**config.mk**
```make
export PLATFORM = sky130hd
export DESIGN_NAME = diffenc_top
export DESIGN_NICKNAME = d
export VERILOG_FILES = /design/src/rtl/diffenc_pkg.sv /design/src/rtl/diffenc_rst_sync.sv /design/src/rtl/diffenc_flip_sel.sv /design/src/rtl/diffenc_state.sv /design/src/rtl/diffenc_top.sv
export SDC_FILE = /design/constraint.sdc
export NUM_CORES = 1
export LEC_CHECK = 0
export ABC_AREA = 1
export ABC_CLOCK_PERIOD_IN_PS = 1000
export BUFFER_PORTS_ARGS = -buffer_cell sky130_fd_sc_hd__buf_2
export CAP_MARGIN = 30
export CORE_AREA = 2 2 39 41
export DETAILED_ROUTE_END_ITERATION = 10
export DIE_AREA = 0 0 41 43
export PLACE_DENSITY_LB_ADDON = 0.25
export SKIP_CTS_REPAIR_TIMING = 1
export SLEW_MARGIN = 30
export SYNTH_ARGS = -nofsm -noshare
export SYNTH_HDL_FRONTEND = slang
export SYNTH_SLANG_ARGS = --single-unit
```
**constraint.sdc**
```tcl
create_clock -name clk -period 1 [get_ports clk]
set_input_delay 0.1 -clock clk [delete_from_list [all_inputs] [get_ports clk]]
set_output_delay 0.1 -clock clk [all_outputs]
set_load 0.02 [all_outputs]
```
**src/rtl/diffenc_pkg.sv**
```systemverilog
package diffenc_pkg;
  localparam int SYM_W = 2;
  localparam int I_BIT = 1;
  localparam int Q_BIT = 0;
  typedef logic [SYM_W-1:0] sym_t;
endpackage

```
**src/rtl/diffenc_rst_sync.sv**
```systemverilog
module diffenc_rst_sync #(
  parameter int STAGES = 2
) (
  input  logic clk,
  input  logic arst_n,
  output logic srst_n
);
  logic [STAGES-1:0] chain_q;
  logic [STAGES-1:0] chain_d;

  always_comb begin
    chain_d = {chain_q[STAGES-2:0], 1'b1};
  end

  always_ff @(posedge clk or negedge arst_n) begin
    if (!arst_n) chain_q <= '0;
    else         chain_q <= chain_d;
  end

  assign srst_n = chain_q[STAGES-1];
endmodule

```
**src/rtl/diffenc_flip_sel.sv**
```systemverilog
module diffenc_flip_sel
  import diffenc_pkg::*;
(
  input  sym_t din,
  input  sym_t prev,
  output sym_t flip
);
  logic prev_same;
  assign prev_same = (prev[I_BIT] == prev[Q_BIT]);

  always_comb begin
    flip = '0;
    unique case (din)
      2'b11: flip = 2'b11;
      2'b00: flip = 2'b00;
      default: begin
        if (prev_same) flip = ~din;
        else           flip = din;
      end
    endcase
  end

  // a single-one input flips exactly one bit
  always_comb begin
    if (din == 2'b01 || din == 2'b10) begin
      single_flip_chk: assert ($countones(flip) == 1);
    end
  end
endmodule

```
**src/rtl/diffenc_state.sv**
```systemverilog
module diffenc_state
  import diffenc_pkg::*;
(
  input  logic clk,
  input  logic rst_n,
  input  logic en,
  input  sym_t flip,
  output sym_t cur,
  output logic vld
);
  sym_t cur_q, cur_d;
  logic vld_q, vld_d;

  always_comb begin
    cur_d = cur_q;
    if (en) cur_d = cur_q ^ flip;
    vld_d = en;
  end

  always_ff @(posedge clk or negedge rst_n) begin
    if (!rst_n) begin
      cur_q <= '0;
      vld_q <= 1'b0;
    end else begin
      vld_q <= vld_d;
      if (en) cur_q <= cur_d;
    end
  end

  assign cur = cur_q;
  assign vld = vld_q;

  // the stored pair only moves on an enabled cycle
  hold_state_chk: assert property (@(posedge clk) disable iff (!rst_n)
    !en |=> $stable(cur_q));
endmodule

```
**src/rtl/diffenc_top.sv**
```systemverilog
module diffenc_top
  import diffenc_pkg::*;
#(
  parameter int SYNC_STAGES = 2
) (
  input  logic clk,
  input  logic rst_n,
  input  logic in_vld,
  input  logic in_i,
  input  logic in_q,
  output logic out_vld,
  output logic out_i,
  output logic out_q
);
  logic srst_n;
  sym_t din, flip, cur;

  assign din[I_BIT] = in_i;
  assign din[Q_BIT] = in_q;

  diffenc_rst_sync #(.STAGES(SYNC_STAGES)) u_rst (
    .clk(clk), .arst_n(rst_n), .srst_n(srst_n));

  diffenc_flip_sel u_sel (.din(din), .prev(cur), .flip(flip));

  diffenc_state u_st (
    .clk(clk), .rst_n(srst_n), .en(in_vld), .flip(flip),
    .cur(cur), .vld(out_vld));

  assign out_i = cur[I_BIT];
  assign out_q = cur[Q_BIT];


  vld_follow_chk: assert property (@(posedge clk) disable iff (!srst_n)
    in_vld |=> out_vld);

  vld_drop_chk: assert property (@(posedge clk) disable iff (!srst_n)
    !in_vld |=> !out_vld);

  both_flip_chk: assert property (@(posedge clk) disable iff (!srst_n)
    (in_vld && in_i && in_q) |=> (out_i != $past(out_i)) && (out_q != $past(out_q)));

  no_flip_chk: assert property (@(posedge clk) disable iff (!srst_n)
    (in_vld && !in_i && !in_q) |=> $stable(out_i) && $stable(out_q));

  same_prev_chk: assert property (@(posedge clk) disable iff (!srst_n)
    (in_vld && (in_i ^ in_q) && (out_i == out_q)) |=> (out_i != $past(out_i)) == !$past(in_i));

  diff_prev_chk: assert property (@(posedge clk) disable iff (!srst_n)
    (in_vld && (in_i ^ in_q) && (out_i != out_q)) |=> (out_i != $past(out_i)) == $past(in_i));
endmodule

```
==> flow_summary.yaml <==
floorplanning:
  core_area_um2: 1380
  ios: 8
  fp.dieW_um: 41
  std_cell_rows: 14
  die-area_um2: 1760
  die_h_um: 43
  start_util_pct: 19.1
logic_synthesis:
  synth_async_sr_flop_share_pct: 100
  synth-seq-cells: 5
  synth_top_family_by_area: "simple AND/OR/NAND/NOR gates"
  synth_area_um2: 264
  yosysTopAreaCell: "dfrtp_1"
  muxShareOfSynthArea_pct: 0
  netlist_instances: 36
  synth_area_leaders: "dfrtp_1, nand3_1, nand2_1, inv_1, nand2_4"
  synth_nets: 41
  synth-simple-area-share_pct: 44.1
  synth_edf_count: 0
  synthTopCellsByCount: "nand2_1, nand3_1, dfrtp_1"
  synth.avg_cell_area_um2: 7.33
  synth_compound_area_share_pct: 0
  synthAdderAreaFrac_pct: 0
  yosysWarnings: 0
  yosys.area_share.xor_xnor_pct: 0
  ys_types: 8
  ys.flop_type: "dfrtp_1"
  synth.most_common_cell: "nand2_1"
  yosysSeqAreaShare_pct: 47.4
  synth_top_area_share_pct: 47.4
layout:
  num-nets-final: 54
  fin_cells: 64
  diodes: 0
  fin_area_um2: 360
  layout-drive-gt1-share_pct: 35.4
  multi_input_area_um2: 123
  regArea_um2: 128
  area_growth_pct: 36.5
  nFillCells: 162
global_route:
  grt-ovfl-total: 0
  grt_busiest_layer: "met2"
  use_met2_pct: 8.75
  grt_util_all_layers_pct: 6.97
  gr-usage-met1_pct: 6.56
  antenna_found_initial: 0
  grt_pass1_vias: 204
  use_met3_pct: 6.28
  grt_pass1_wl_um: 717
  grt_max_degree: 7
clock_tree:
  clockBufferDepth: 2
  cts_buffers: 3
  root_buffer: "clkbuf_4"
  cts_tree: "done"
  h-tree-depth: 1
  clock-sinks: 5
  clkSlewWorstSetupHoldPaths_ps: 40
  clock_latency_ps: 240
power:
  switching_share_pct: 43.7
  p_sw_uw: 453
  power_uw: 1040
  p_per_area_nw_per_um2: 2880
  intPower_uw: 584
  pwr-share-clk_pct: 21.6
  p_leak_uw: 0.000199
  peakVddDrop_v: 0.00131
  pwr-share-seq_pct: 32.3
  combPwrFrac_pct: 46.1
drt:
  drc: 0
  drt_iter0_drc: 2
  vias: 258
  drt-vias-per-instance: 4.03
  drt_first_pass_iters: 2
  routed_wl_um: 513
  ant_nets: 0
  avgRoutedWirePerCell_um: 8.02
worst_setup_path:
  cp.arrival_ps: 850
  crit_cells: 1
  cp-end-kind: "output pin"
  critPathRequiredTime_ps: 900
  crit_path_cell_trace: "buf_2"
  crit_end: "out_i"
  worstSetupStartpointType: "flip-flop"
  critPathLaunch: "u_st.cur[1]"
  worst_path_largest_cell_delay_ps: 440
  r2r_slack_ps: 60
  crit_family: "flip-flops"
  crit_buf_inv: 1
  rr_startpoint: "u_st.cur[1]"
  rr_worst_depth: 6
  path_class: "reg -> out"
  crit_fanout: 6
  cpMaxStageDelayCell: "dfrtp_2"
  r2r_end: "u_st.cur[1]"
timing:
  min_period_over_period_pct: 94.9
  finClkSkew_ps: 2.96
  fin_ws_ps: 51.3
  drv_slew: 0
  final-setup-viol-count: 0
  holdWs_ps: 17.9
  period_minus_slack_ps: 949
  max_freq_mhz: 1050
  rsz0062_at_grt: "no"
  finalHoldViolCount: 0
flow_run:
  maxCapViolCount: 0
place:
  placed_cell_area_um2: 322
  port_buffers: 7
  dp_slack_ps: 14.0
  place_inst: 59
  post-dp-hpwl_um: 409
  place_congestion: 0.626
outcome:
  status: "finished, final reports clean"
hold_path:
  hold_class: "in -> reg"
[cell families after synthesis]
group,count (synthesis)
AND/OR/NAND/NOR,25
flip-flops,5
buffers and inverters,5
other,1
[final cells by class]
cell class / instances / area share [%]
Clock buffer: 4 / 7.29
Inverter: 5 / 5.21
Multi-Input combinational cell: 26 / 34.0
Sequential cell: 5 / 35.4
Tap cell: 16 / 5.56
Timing Repair Buffer: 8 / 12.5
[power groups by stage]
stage | sequential [uW] | clock (uW) | combinational, uW
global placement | 327 | 0 | 488
detailed placement | 327 | 0 | 474
floorplan | 372 | 0 | 311
global route | 345 | 252 | 533
CTS | 324 | 233 | 476
finish | 335 | 225 | 478
[how the worst min path moves through the flow]
| stage | start | end | slack, ps | depth (start not counted) |
|---|---|---|---|---|
| after CTS | rst_n | u_rst.chain_q[0] | -360 | 1 |
| final | in_vld | u_st.vld | 20 | 1 |
| after detailed placement | rst_n | u_rst.chain_q[0] | -110 | 1 |
| after global routing | in_vld | u_st.vld | 5 | 1 |
| after floorplan | rst_n | u_rst.chain_q[0] | -200 | 0 |
| after global placement | rst_n | u_rst.chain_q[0] | -110 | 1 |
[state kept, by name, indices dropped and copies added, names as in the netlist]
register and cells:
u_st.cur 2, u_rst.chain_q 2, u_st.vld 1
[cells in the final DEF, fill, tap and decap left out, drive strengths merged]
cell	n
nand3	10
nand2	15
conb	1
inv	5
dfrtp	5
clkbuf	4
dlygate4sd3	1
buf	7
[per-layer routing]
layer  wire length (um)  vias to the layer above
met3                 27                        2
met5                  0                        -
met1                246                      114
li1                   -                      137
met2                230                        5
met4                  9                        0
[metrics by stage]
stage,util (%),setup TNS (ps)
2_1_floorplan,-,0
3_3_place_gp,23.2,-10.2
3_5_place_dp,23.2,0
4_1_cts,25.1,0
5_1_grt,26.0,0
6_report,26.0,0
Power figures use the tool's default switching activity.
